[config.mk]
export PLATFORM = sky130hd
export DESIGN_NAME = sweep_dac_seq
export DESIGN_NICKNAME = d
export VERILOG_FILES = /design/src/rtl/sweep_pkg.sv /design/src/rtl/sweep_lut.sv /design/src/rtl/dac_ser.sv /design/src/rtl/sweep_ctrl.sv /design/src/rtl/sweep_dac_seq.sv
export SDC_FILE = /design/constraint.sdc
export NUM_CORES = 1
export LEC_CHECK = 0
export ABC_AREA = 0
export ABC_CLOCK_PERIOD_IN_PS = 3200
export BUFFER_PORTS_ARGS = -buffer_cell sky130_fd_sc_hd__buf_2
export CORE_MARGIN = 4
export CORE_UTILIZATION = 47
export DETAILED_ROUTE_END_ITERATION = 8
export PLACE_DENSITY_LB_ADDON = 0.25
export SLEW_MARGIN = 30
export SYNTH_ARGS = -nofsm -noshare
export SYNTH_HDL_FRONTEND = slang
export SYNTH_SLANG_ARGS = --single-unit
[constraint.sdc]
create_clock -name clk -period 3.2 [get_ports clk]
set_input_delay 0.32 -clock clk [delete_from_list [all_inputs] [get_ports clk]]
set_output_delay 0.32 -clock clk [all_outputs]
set_load 0.005 [all_outputs]
[src/rtl/sweep_pkg.sv]
package sweep_pkg;
   typedef enum logic [2:0] {
      ST_IDLE,
      ST_SYNC,
      ST_ARMED,
      ST_READ,
      ST_LOAD,
      ST_DONE
   } seq_state_t;
endpackage

[src/rtl/sweep_lut.sv]
module sweep_lut #(
   parameter int DW     = 16,
   parameter int ADDR_W = 8
) (
   input  logic              clk,
   input  logic              we,
   input  logic [ADDR_W-1:0] waddr,
   input  logic [DW-1:0]     wdata,
   input  logic [ADDR_W-1:0] raddr,
   output logic [DW-1:0]     rdata
);
   localparam int DEPTH = 1 << ADDR_W;

   logic [DW-1:0] mem [DEPTH];

   always_ff @(posedge clk) begin
      if (we) mem[waddr] <= wdata;
      rdata <= mem[raddr];
   end
endmodule

[src/rtl/dac_ser.sv]
module dac_ser #(
   parameter int W = 16
) (
   input  logic         clk,
   input  logic         rst_n,
   input  logic         start,
   input  logic [W-1:0] word,
   output logic         busy,
   output logic         sck,
   output logic         ld,
   output logic         clr,
   output logic         dat
);
   localparam int CW = $clog2(W + 1);

   logic [W-1:0]  sh;
   logic [CW-1:0] cnt;
   logic          ph;
   logic          ldph;

   always_ff @(posedge clk) begin
      if (!rst_n) begin
         sh   <= '0;
         cnt  <= '0;
         ph   <= 1'b0;
         ldph <= 1'b0;
         busy <= 1'b0;
         sck  <= 1'b0;
         ld   <= 1'b0;
         clr  <= 1'b1;
      end else begin
         clr <= 1'b0;
         if (!busy) begin
            if (start) begin
               sh   <= word;
               busy <= 1'b1;
               cnt  <= '0;
               ph   <= 1'b0;
               ldph <= 1'b0;
               sck  <= 1'b0;
            end
         end else if (!ph) begin
            sck <= 1'b1;
            ph  <= 1'b1;
         end else begin
            sck <= 1'b0;
            ph  <= 1'b0;
            if (ldph) begin
               ld   <= 1'b0;
               ldph <= 1'b0;
               busy <= 1'b0;
            end else if (cnt == CW'(W - 1)) begin
               ldph <= 1'b1;
               ld   <= 1'b1;
               sh   <= sh << 1;
            end else begin
               sh  <= sh << 1;
               cnt <= cnt + 1'b1;
            end
         end
      end
   end

   assign dat = busy & ~ldph & sh[W-1];
endmodule

[src/rtl/sweep_ctrl.sv]
module sweep_ctrl
   import sweep_pkg::*;
#(
   parameter int DW     = 16,
   parameter int ADDR_W = 8,
   parameter int STEPS  = 32,
   parameter int NS     = 2
) (
   input  logic                       clk,
   input  logic                       rst_n,
   input  logic                       sweep_en,
   input  logic                       accum_tick,
   input  logic                       sec_tick,
   input  logic [DW-1:0]              rdata,
   input  logic [NS-1:0]              sh_busy,
   output logic [ADDR_W-1:0]          raddr,
   output logic [NS-1:0]              sh_start,
   output logic                       active,
   output logic                       overrun,
   output logic [$clog2(STEPS)-1:0]   step_idx
);
   localparam int STEP_W = $clog2(STEPS);
   localparam int SEL_W  = (NS > 1) ? $clog2(NS) : 1;

   seq_state_t        st;
   logic [SEL_W-1:0]  sel;
   logic [SEL_W-1:0]  rsel_q;
   logic              rv_q;
   logic              acc_q;
   logic              rise;
   logic              in_step;

   assign rise    = accum_tick & ~acc_q;
   assign in_step = (st == ST_READ) || (st == ST_LOAD) || (st == ST_DONE);
   assign active  = sweep_en || (st != ST_IDLE);
   assign raddr   = ADDR_W'({sel, step_idx});

   always_ff @(posedge clk) begin
      if (!rst_n) begin
         st       <= ST_IDLE;
         sel      <= '0;
         rsel_q   <= '0;
         rv_q     <= 1'b0;
         acc_q    <= 1'b0;
         overrun  <= 1'b0;
         step_idx <= '0;
      end else begin
         acc_q   <= accum_tick;
         overrun <= rise && in_step && sweep_en;
         rv_q    <= (st == ST_READ) && sweep_en;
         rsel_q  <= sel;
         if (!sweep_en) begin
            st       <= ST_IDLE;
            sel      <= '0;
            step_idx <= '0;
         end else begin
            unique case (st)
               ST_IDLE:  st <= ST_SYNC;
               ST_SYNC:  if (sec_tick) st <= ST_ARMED;
               ST_ARMED: if (rise) begin
                  st  <= ST_READ;
                  sel <= '0;
               end
               ST_READ:  if (sel == SEL_W'(NS - 1)) st <= ST_LOAD;
                         else sel <= sel + 1'b1;
               ST_LOAD:  st <= ST_DONE;
               ST_DONE:  if (sh_busy == '0) begin
                  st  <= ST_ARMED;
                  sel <= '0;
                  step_idx <= (step_idx == STEP_W'(STEPS - 1)) ? '0 : step_idx + 1'b1;
               end
               default:  st <= ST_IDLE;
            endcase
         end
      end
   end

   for (genvar k = 0; k < NS; k++) begin : g_start
      assign sh_start[k] = rv_q && (rsel_q == SEL_W'(k));
   end

   logic unused_rdata;
   assign unused_rdata = ^rdata;
endmodule

[src/rtl/sweep_dac_seq.sv]
module sweep_dac_seq #(
   parameter int DW     = 16,
   parameter int ADDR_W = 8,
   parameter int STEPS  = 32,
   parameter int NS     = 2
) (
   input  logic                      clk,
   input  logic                      rst_n,
   input  logic                      sweep_en,
   input  logic                      accum_tick,
   input  logic                      sec_tick,
   input  logic                      tbl_wr,
   input  logic [ADDR_W-1:0]         tbl_waddr,
   input  logic [DW-1:0]             tbl_wdata,
   input  logic [DW-1:0]             bias_val,
   input  logic [DW-1:0]             pulser_val,
   output logic [NS-1:0]             sdac_sck,
   output logic [NS-1:0]             sdac_ld,
   output logic [NS-1:0]             sdac_clr,
   output logic [NS-1:0]             sdac_dat,
   output logic [1:0]                fdac_sck,
   output logic [1:0]                fdac_ld,
   output logic [1:0]                fdac_clr,
   output logic [1:0]                fdac_dat,
   output logic                      overrun,
   output logic [$clog2(STEPS)-1:0]  step_idx
);
   localparam int STEP_W = $clog2(STEPS);
   localparam int SEL_W  = (NS > 1) ? $clog2(NS) : 1;

   if (ADDR_W < SEL_W + STEP_W) begin : g_bad_addr
      $error("sweep_dac_seq: ADDR_W too small for select plus step");
   end
   if (STEPS < 2 || NS < 1 || DW < 2) begin : g_bad_cfg
      $error("sweep_dac_seq: invalid STEPS, NS or DW");
   end

   logic [ADDR_W-1:0] raddr;
   logic [DW-1:0]     rdata;
   logic [NS-1:0]     sh_start;
   logic [NS-1:0]     sh_busy;
   logic [1:0]        f_busy;
   logic              active;
   logic [DW-1:0]     fword [2];

   assign fword[0] = bias_val;
   assign fword[1] = pulser_val;

   sweep_lut #(.DW(DW), .ADDR_W(ADDR_W)) u_lut (
      .clk   (clk),
      .we    (tbl_wr & ~active),
      .waddr (tbl_waddr),
      .wdata (tbl_wdata),
      .raddr (raddr),
      .rdata (rdata)
   );

   sweep_ctrl #(.DW(DW), .ADDR_W(ADDR_W), .STEPS(STEPS), .NS(NS)) u_ctrl (
      .clk        (clk),
      .rst_n      (rst_n),
      .sweep_en   (sweep_en),
      .accum_tick (accum_tick),
      .sec_tick   (sec_tick),
      .rdata      (rdata),
      .sh_busy    (sh_busy),
      .raddr      (raddr),
      .sh_start   (sh_start),
      .active     (active),
      .overrun    (overrun),
      .step_idx   (step_idx)
   );

   for (genvar k = 0; k < NS; k++) begin : g_sweep
      dac_ser #(.W(DW)) u_ser (
         .clk   (clk),
         .rst_n (rst_n),
         .start (sh_start[k]),
         .word  (rdata),
         .busy  (sh_busy[k]),
         .sck   (sdac_sck[k]),
         .ld    (sdac_ld[k]),
         .clr   (sdac_clr[k]),
         .dat   (sdac_dat[k])
      );
   end

   for (genvar k = 0; k < 2; k++) begin : g_fixed
      dac_ser #(.W(DW)) u_ser (
         .clk   (clk),
         .rst_n (rst_n),
         .start (sec_tick),
         .word  (fword[k]),
         .busy  (f_busy[k]),
         .sck   (fdac_sck[k]),
         .ld    (fdac_ld[k]),
         .clr   (fdac_clr[k]),
         .dat   (fdac_dat[k])
      );
   end

   logic unused_fbusy;
   assign unused_fbusy = ^f_busy;
endmodule

Word level (Yosys, flattened, before mapping) --
Memories as Yosys holds them, arrays and structs flattened. A register that Yosys moved wholly into a read port is not among the register bits. Index checks and enable logic that the tools add are counted. Widths: inputs -> output; s select.
Operators by class: bitwise operators 17, $add $sub $neg 6, multiplexer cells 98, equality and inequality tests 26, reduce and logical (&&, ||, !) cells 40
Operator list (count):
- $mux 16 | 16
- $mux 5 | 20
- $mux 1 | 56
- $ne 2x2->1 const B | 14
- $reduce_and 3->1 | 9
- $add 5x1->5 const B | 5
- $eq 5x4->1 const B | 4
- $reduce_and 4->1 | 5
- $pmux 3 s6 | 1
- $reduce_bool 2->1 | 8
- $mux 3 | 4
- $reduce_and 2->1 | 6
- $and 1x1->1 | 10
- $not 1->1 | 7
- $eq 3x2->1 const B | 2
- $eq 3x3->1 const B | 2
- $reduce_bool 3->1 | 2
- $eq 5x5->1 const B | 1
- $logic_and 1x1->1 | 5
- $ne 2x1->1 const B | 2
- $eq 3x1->1 const B | 1
- $logic_not 3->1 | 1
- $logic_or 1x1->1 | 3
- $pmux 1 s3 | 1
- 2 further kinds | 2
Word-level totals: RAM bits 4096, input bits 62, memories 1, bits in registers 114, output and inout bits 22, logic and storage cells 220
Memories:
- u_lut.mem | words 256, width 16, read ports 1, clocked after memory_dff 1, wr ports 1, line sweep_lut.sv:14 | logic [DW-1:0] mem [DEPTH];

Depth between registers and ports, before layout --
Gate-level depths: netlist (run 1).
depth in word-level cells 6, gate-level depth with buffers 9, gate-level depth less buffers 8

Cells and area by module --
From an unflattened synthesis (run 1), not the netlist that was laid out.
Second synthesis, totals: cells, all modules 8002, area, all modules 164798.1 µm²
Modules (own cells, without submodules):
- sweep_lut | cells an instance 7360, sequential area each 123318.3 µm², instances 1, area an instance 158714.7 µm²
- dac_ser | cells an instance 141, sequential area each 520.5 µm², instances 4, area an instance 1346.3 µm²
- sweep_ctrl | cells an instance 77, sequential area each 260.2 µm², instances 1, area an instance 684.4 µm²
- sweep_dac_seq | cells an instance 1, sequential area each 0.0 µm², instances 1, area an instance 13.8 µm²

Worst setup path after synthesis (run 1) --
OpenSTA, ideal clock, no wires.
path kind input to register, start point in tbl_waddr[5], end point mem u_lut.mem[12][0], enable pin, library setup time 388 ps, path slack 882 ps, buffers on the path 2, required time 2812 ps, arrival time 1930 ps, cell stages on the path 4, cells stage by stage or4_1 > clkbuf_1 > clkbuf_1 > nor2_1
RTL lines:
- start: declaration | line sweep_dac_seq.sv:13 | input logic [ADDR_W-1:0] tbl_waddr,
- end: declaration | line sweep_lut.sv:14
No word-level cell before the write port.

==> reports/metrics.cfg, run 1 <==
[cts]
cts_htree_levels = 3
clockRootBuffer = clkbuf_16
numCtsBuffers = 117
post_cts.repair.setup_buffers = 0
clock-sinks = 1154
cts_buffer_depth = 3
cts_tree = done
clk_pin_slew_ns = 0.06
clkLatencyLatePin_ns = 0.71

[timing]
slew_viol_final = 0
rsz0062_at_grt = no
final.min_clock_period_ns = 3.094
fmax_mhz = 323.2
period_share_pct = 96.68
finalHoldViolCount = 0
skew_ns = 0.05341
setup_tns_ns = 0
hold_ws_ns = 0.04796
worst_slew_pin_slew_ns = 0.9633
slew_headroom_pct = 35.10
finalSetupViolations = 0

[worst_setup_path]
worstPathArrival_ns = 3.65
cp_slowest_cell = o21ai_0
crit_path_cell_trace = buf_12, buf_12, mux4_2, o21ai_0, a22o_1, a221oi_2
critPathKind = reg -> reg
rr_worst_depth = 6
critical_path_buf_inv_count = 2
max_stage_delay_ns = 0.77
endpoint_kind = flip-flop
start_kind = flip-flop
timing.rr.end = u_lut.rdata[12]
critPathMaxFanout = 34
r2r_setup_slack_ns = 0.11
cp_data_required_time_ns = 3.75
timing.rr.start = u_ctrl.step_idx[1]
crit_path_frequent_cell = buf_12
cp_top_family = compound AO/OA/AOI/OAI gates

[synthesis]
ys_ff_latch = 1154
ys_warn_count = 0
ys.flop_type = edfxtp_1
async_flop_share_pct = 0
syn_avg_cell_area_um2 = 18.16
syn-num-nets = 2556
ys_seq_area_share_pct = 73.95
netlist_instances = 2484
ys_types = 63
synth_area_um2 = 45100
synth_edf_count = 1024

[drt]
vias = 24190
drt_first_pass_iters = 6
route.detailed.drc = 0
ant_nets = 0
avgRoutedWirePerCell_um = 27.01
vias_per_cell = 5.924
drt_iter0_drc = 2413
routed_wl_um = 110300

[grt]
gr-total-overflow = 0
grt_use_total_pct = 21.69
grt-busiest-layer = met2
grt_use_met3_pct = 7.263
grt_use_met1_pct = 29.63
grt_antenna_before_repair = 4
grt_pass1_vias = 24790
grt_pass1_wl_um = 163600
grt_max_degree = 65
grtUsageMet2_pct = 33.76

[floorplanning]
io_pins = 84
num_rows = 113
die_area_um2 = 101000
start_util_pct = 47.40
die_x_um = 317.8
core-area_um2 = 95150
fp.dieH_um = 317.8

[hold_path]
holdPathStages = 3
min_from = sec_tick
min_path_type = in -> reg
holdPathEnd = g_fixed[1].u_ser.sh[0]

[power]
leakage_uw = 0.01629
power_density_nw_per_um2 = 582.7
irDropWorstVdd_uv = 485.6

[placed_design]
finalWeightedCongestion = 0.7996
numPortBuffers = 83
dp_hpwl_um = 67270
dp.cells = 3831

[cells_and_area]
area_delta_synth_final_pct = 15.53
finish.net_count = 2791
fin_cells = 4083
drive_gt1_share_pct = 22.63

[run]
maxCapViolCount = 0

[run_status]
status = completed

-- where the power goes --
| group | switching, uW | internal, uW | leakage, uW |
|---|---|---|---|
| registers | 30.1 | 16400 | 0.0103 |
| clock network | 5600 | 7750 | 0.00185 |
| logic | 403 | 156 | 0.00418 |
| total | 6030 | 24300 | 0.0163 |
-- stage by stage --
step | cell area (um2) | total power, uW | utilization, % | setup WS [ns]
floorplan | 45100 | 16950 | - | 0.8820
global placement | 47950 | 17260 | 50.39 | 0.1239
detailed placement | 47960 | 17300 | 50.40 | 0.07691
CTS | 52080 | 30600 | 54.73 | 0.1121
global route | 52100 | 31320 | 54.75 | 0.05332
finish | 52100 | 30360 | 54.76 | 0.1063
-- flip-flops by register name, indices dropped and copies added (netlist names), 2 cells and up --
signal and cells:
u_ctrl.step_idx 5, g_sweep.u_ser.cnt 10, g_sweep.u_ser.sh 32, u_lut.mem 1024, g_sweep.u_ser.busy 2, g_fixed.u_ser.cnt 10, g_fixed.u_ser.ldph 2, g_fixed.u_ser.ld 2
g_fixed.u_ser.busy 2, g_fixed.u_ser.sh 32, g_sweep.u_ser.ldph 2, g_sweep.u_ser.sck 2, u_ctrl.st 3, g_sweep.u_ser.ld 2, u_lut.rdata 16
-- cells in the final DEF (no fill, tap or decap), types with 7 or more instances in the layout --
master and count:
clkinv_1 26, buf_12 40, a2111oi_0 13, nor2_1 201, ha_1 10, mux2_2 30, nor2b_1 8, mux4_2 164
a211oi_1 61, o22ai_1 46, dlygate4sd3_1 34, clkinv_2 23, dfxtp_1 126, o21ai_1 12, inv_1 15, nand2_1 55
clkbuf_1 24, nand3b_1 7, a31oi_1 7, buf_2 78, edfxtp_1 1024, a211o_1 29, bufinv_16 11, nor3_1 7
o221ai_1 16, nand3_1 18, a21oi_1 49, nand2b_1 9, buf_4 129, o21ai_0 29, a221oi_2 10, a22o_1 14
a221oi_1 34, mux2i_1 251, clkbuf_16 119
-- kinds of logic (layout without fill, tap and decap cells) --
group / count (synthesis) / count (layout) / synth area share (%)
compound gates: 342 / 342 / 5.543
xor+xnor: 9 / 9 / 0.1748
fa+ha+maj: 10 / 10 / 0.2774
buf+inv: 182 / 513 / 2.195
flops: 1154 / 1154 / 73.95
mux: 445 / 445 / 14.51
other cells: 0 / 3 / 0
simple gates: 342 / 342 / 3.346
-- final cells by class --
cell class	count	area, um2
Clock buffer	146	3109
Clock inverter	69	668.1
Inverter	17	63.81
Tap cell	1265	1583
Sequential cell	1154	33360
Timing Repair Buffer	281	2500
Fill cell	7172	43050
Antenna cell	3	7.507
Multi-Input combinational cell	1148	10810
-- worst max-delay path by stage --
stage	endpoint	cells past startpoint	slack, ns	start
after detailed placement	u_lut.rdata[0]	6	0.08	u_ctrl.step_idx[1]
after CTS	u_lut.rdata[0]	6	0.11	u_ctrl.step_idx[1]
final	u_lut.rdata[12]	6	0.11	u_ctrl.step_idx[1]
after floorplan	u_lut.mem[12][0]	4	0.88	tbl_waddr[5]
after global routing	u_lut.rdata[3]	8	0.05	u_ctrl.step_idx[1]
after global placement	u_lut.rdata[0]	6	0.12	u_ctrl.step_idx[1]
-- cell usage after synthesis, types with 3 or more instances --
cell       number  share of area (%)
nor2_1        203                1.7
nor3_1          7              0.078
mux2i_1       251                5.6
nand3_1        18               0.20
a211oi_1       61                1.0
a311oi_1        4              0.078
edfxtp_1     1024                 68
o221ai_1       16               0.31
ha_1           10               0.28
a21oi_1        51               0.57
xor2_1          6               0.12
clkbuf_1       80               0.67
a31oi_1         7              0.097
o22ai_1        46               0.64
a221oi_1       34               0.66
nor4_1          3              0.042
nand4_1         3              0.042
nor2b_1         9               0.12
dfxtp_1       130                5.8
buf_2          28               0.31
a221oi_2       10               0.33
buf_1           4              0.033
inv_1          15               0.12
o21ai_0        33               0.37
nand2_1        55               0.46
mux4_2        164                8.2
a211o_1        29               0.56
nand3b_1        7               0.12
a2111oi_0      16               0.31
o21ai_1        10               0.11
nor3b_1         4              0.067
a22o_1         14               0.27
buf_4          37               0.62
xnor2_1         3              0.058
or3_1           3              0.042
nand2b_1        9               0.12
buf_6          14               0.35
and3_1          6              0.083
mux2_2         30               0.75
-- worst min-delay path, delay by kind of cell --
kind | cells | cell delay (ns)
AO/OA/AOI/OAI | 1 | 0.07
buffers and inverters | 1 | 0.16
AND/OR/NAND/NOR | 1 | 0.13
-- per-layer routing --
layer,wire [um],vias to the layer above
li1,-,10510
met1,45070,12500
met2,51200,995
met3,11200,177
met4,2836,0
met5,0,-
-- timing repair --
item	4_1_cts	5_1_grt
setup endpoints to repair	0	1
hold buffers	34	0
hold endpoints to repair	38	0
resized for setup	0	1
Power figures use the tool's default switching activity.
==> run 2: changes to the inputs <==
ABC_CLOCK_PERIOD_IN_PS = 4000   (was 3200)
PLACE_DENSITY_LB_ADDON = 0.05   (was 0.25)
SKIP_LAST_GASP = 1   (was unset)
clock period = 4 ns   (was 3.2 ns; I/O delays follow)
==> run 2 against run 1 <==
  * Non-clock buffer count shrank 66
  * Clock-buffer cell count increased by 13
  * Wire length increased by 4.9%
  * Sequential power shrank 20%
  * Via count is 2.2% lower
  * Final area is 1.6% lower
  * Sequential share of layout area rose by 1.0 points
  * Maximum frequency decreased by 6.3%
  * Combinational power fell by 22%
  * Largest power group unchanged
  * Clock skew is 0.027 ns lower
  * Final cell count down 1.4%
  * Register-to-register slack gained 0.59 ns
==> reports/metrics.cfg, run 2 (synthesis results as in run 1) <==
[run_status]
status = completed

[worst_setup_path]
cp_data_required_time_ns = 4.53
rr_worst_depth = 6
max_stage_delay_ns = 0.82
cp_slowest_cell = dfxtp_4
crit_path_cell_trace = buf_12, mux2i_1, o22ai_1, a211o_1, o22ai_1, a221oi_2
endpoint_kind = flip-flop
crit_path_frequent_cell = o22ai_1
worstPathArrival_ns = 3.83
cp_num_cells = 6
critPathMaxFanout = 115
critPathKind = reg -> reg
cp_top_family = compound AO/OA/AOI/OAI gates
start_kind = flip-flop
critical_path_buf_inv_count = 1

[drt]
drt_iter0_drc = 2536
vias_per_cell = 5.876
avgRoutedWirePerCell_um = 28.73
routed_wl_um = 115700
vias = 23660
drt_first_pass_iters = 5
route.detailed.drc = 0
ant_nets = 0

[grt]
grt-busiest-layer = met2
grt_pass1_wl_um = 166500
grt_pass1_vias = 23750
grtUsageMet2_pct = 34.97
grt_antenna_before_repair = 5
grt_use_met1_pct = 32.77
gr-total-overflow = 0
grt_max_degree = 116
grt_use_total_pct = 22.62
grt_use_met3_pct = 5.323

[cells_and_area]
finish.net_count = 2729
drive_gt1_share_pct = 22.23
final_area_um2 = 51280
post-route-util_pct = 53.89
reg_top3 = u_lut.mem x1024, g_fixed.u_ser.sh x32, g_sweep.u_ser.sh x32
nFillCells = 7492
area_delta_synth_final_pct = 13.71
largest_reg_flops = 1024
insertedDiodeCount = 0
largest-register = u_lut.mem
most-common-layout-cells = edfxtp_1 (1024), mux2i_1 (251), nor2_1 (201)
final_common_cell = edfxtp_1

[timing]
final.min_clock_period_ns = 3.301
slew_headroom_pct = 29.20
rsz0062_at_grt = no
slew_viol_final = 0
skew_ns = 0.02604
setup_tns_ns = 0
period_share_pct = 82.52
worst_slew_pin_slew_ns = 1.035
fmax_mhz = 303.0
finalSetupViolations = 0
finalHoldViolCount = 0

[power]
total_power_uw = 24590
leakage_uw = 0.01598
irDropWorstVdd_uv = 371.1
power.internal_uw = 19660
p_clk_share_pct = 44.7
swShare_pct = 20.05
pwr-share-seq_pct = 53.5
power_density_nw_per_um2 = 479.5
comb_power_share_pct = 1.8
p_sw_uw = 4930

[cts]
clkLatencyLatePin_ns = 0.70
clockRootBuffer = clkbuf_16
cts_buffer_depth = 3
cts_tree = done
clock-sinks = 1154
cts_htree_levels = 3
numCtsBuffers = 121
post_cts_resized = 0
clk_pin_slew_ns = 0.06

[placed_design]
finalWeightedCongestion = 0.8192
dp_hpwl_um = 70950
numPortBuffers = 83
post_dp_cell_area_um2 = 47280

[floorplanning]
num_rows = 113
die_area_um2 = 101000
core-area_um2 = 95150
io_pins = 84
fp.dieH_um = 317.8
die_x_um = 317.8
start_util_pct = 47.40

[hold_path]
holdPathStages = 3
min_path_type = in -> reg

[run]
maxCapViolCount = 0

run 2: timing repair:
| item | 4_1_cts | 5_1_grt |
|---|---|---|
| endpoints found under the hold margin | 9 | 0 |
| hold buffers | 5 | 0 |
| buffers inserted | 0 | 0 |
| endpoints found under the setup margin | 0 | 0 |
run 2: worst register-to-register path, stage by stage (launching register included):
cell and delay [ns]:
dfxtp_4 0.82, buf_12 0.66, mux2i_1 0.45, o22ai_1 0.15, a211o_1 0.35, o22ai_1 0.65
a221oi_2 0.07
run 2: area by class of cell:
cell class	count	area, um2	share of cell area, %
clock inverters	69	635.6	1.239
well taps	1265	1583	3.087
flip-flops and latches	1154	33360	65.06
inverters	17	63.81	0.1244
multi-input cells	1148	10810	21.08
clock buffers	159	3286	6.407
repair buffers	215	1539	3.001
run 2: worst paths after layout:
check                          from                       to  slack (ns)
max              u_ctrl.step_idx[1]          u_lut.rdata[12]        0.70
max reg2reg      u_ctrl.step_idx[1]          u_lut.rdata[12]        0.70
min reg2reg  g_fixed[1].u_ser.sh[0]   g_fixed[1].u_ser.sh[0]        0.46
min                    bias_val[13]  g_fixed[0].u_ser.sh[13]        0.05
run 2: power by group through the flow:
| stage | Sequential, uW | Combinational (uW) | Clock, uW |
|---|---|---|---|
| 2_1_floorplan | 13400 | 148 | 0 |
| 3_3_place_gp | 13400 | 411 | 0 |
| 3_5_place_dp | 13400 | 431 | 0 |
| 4_1_cts | 13200 | 437 | 11200 |
| 5_1_grt | 13200 | 475 | 11700 |
| 6_report | 13200 | 434 | 11000 |
run 2: metrics by stage:
step / hold slack (ns) / setup slack (ns) / instances
2_1_floorplan: 0.4319 / 1.602 / 2484
3_3_place_gp: 0.4374 / 0.4577 / 3793
3_5_place_dp: 0.4604 / 0.6707 / 3793
4_1_cts: 0.0004826 / 0.6629 / 4026
5_1_grt: 0.02666 / 0.6430 / 4027
6_report: 0.04885 / 0.6992 / 4027
run 2: metal layers:
layer  vias up  routed length (um)
met5         -                   0
met4         0                2655
met1     12350               50510
li1      10390                   -
met3       148                9137
met2       773               53390
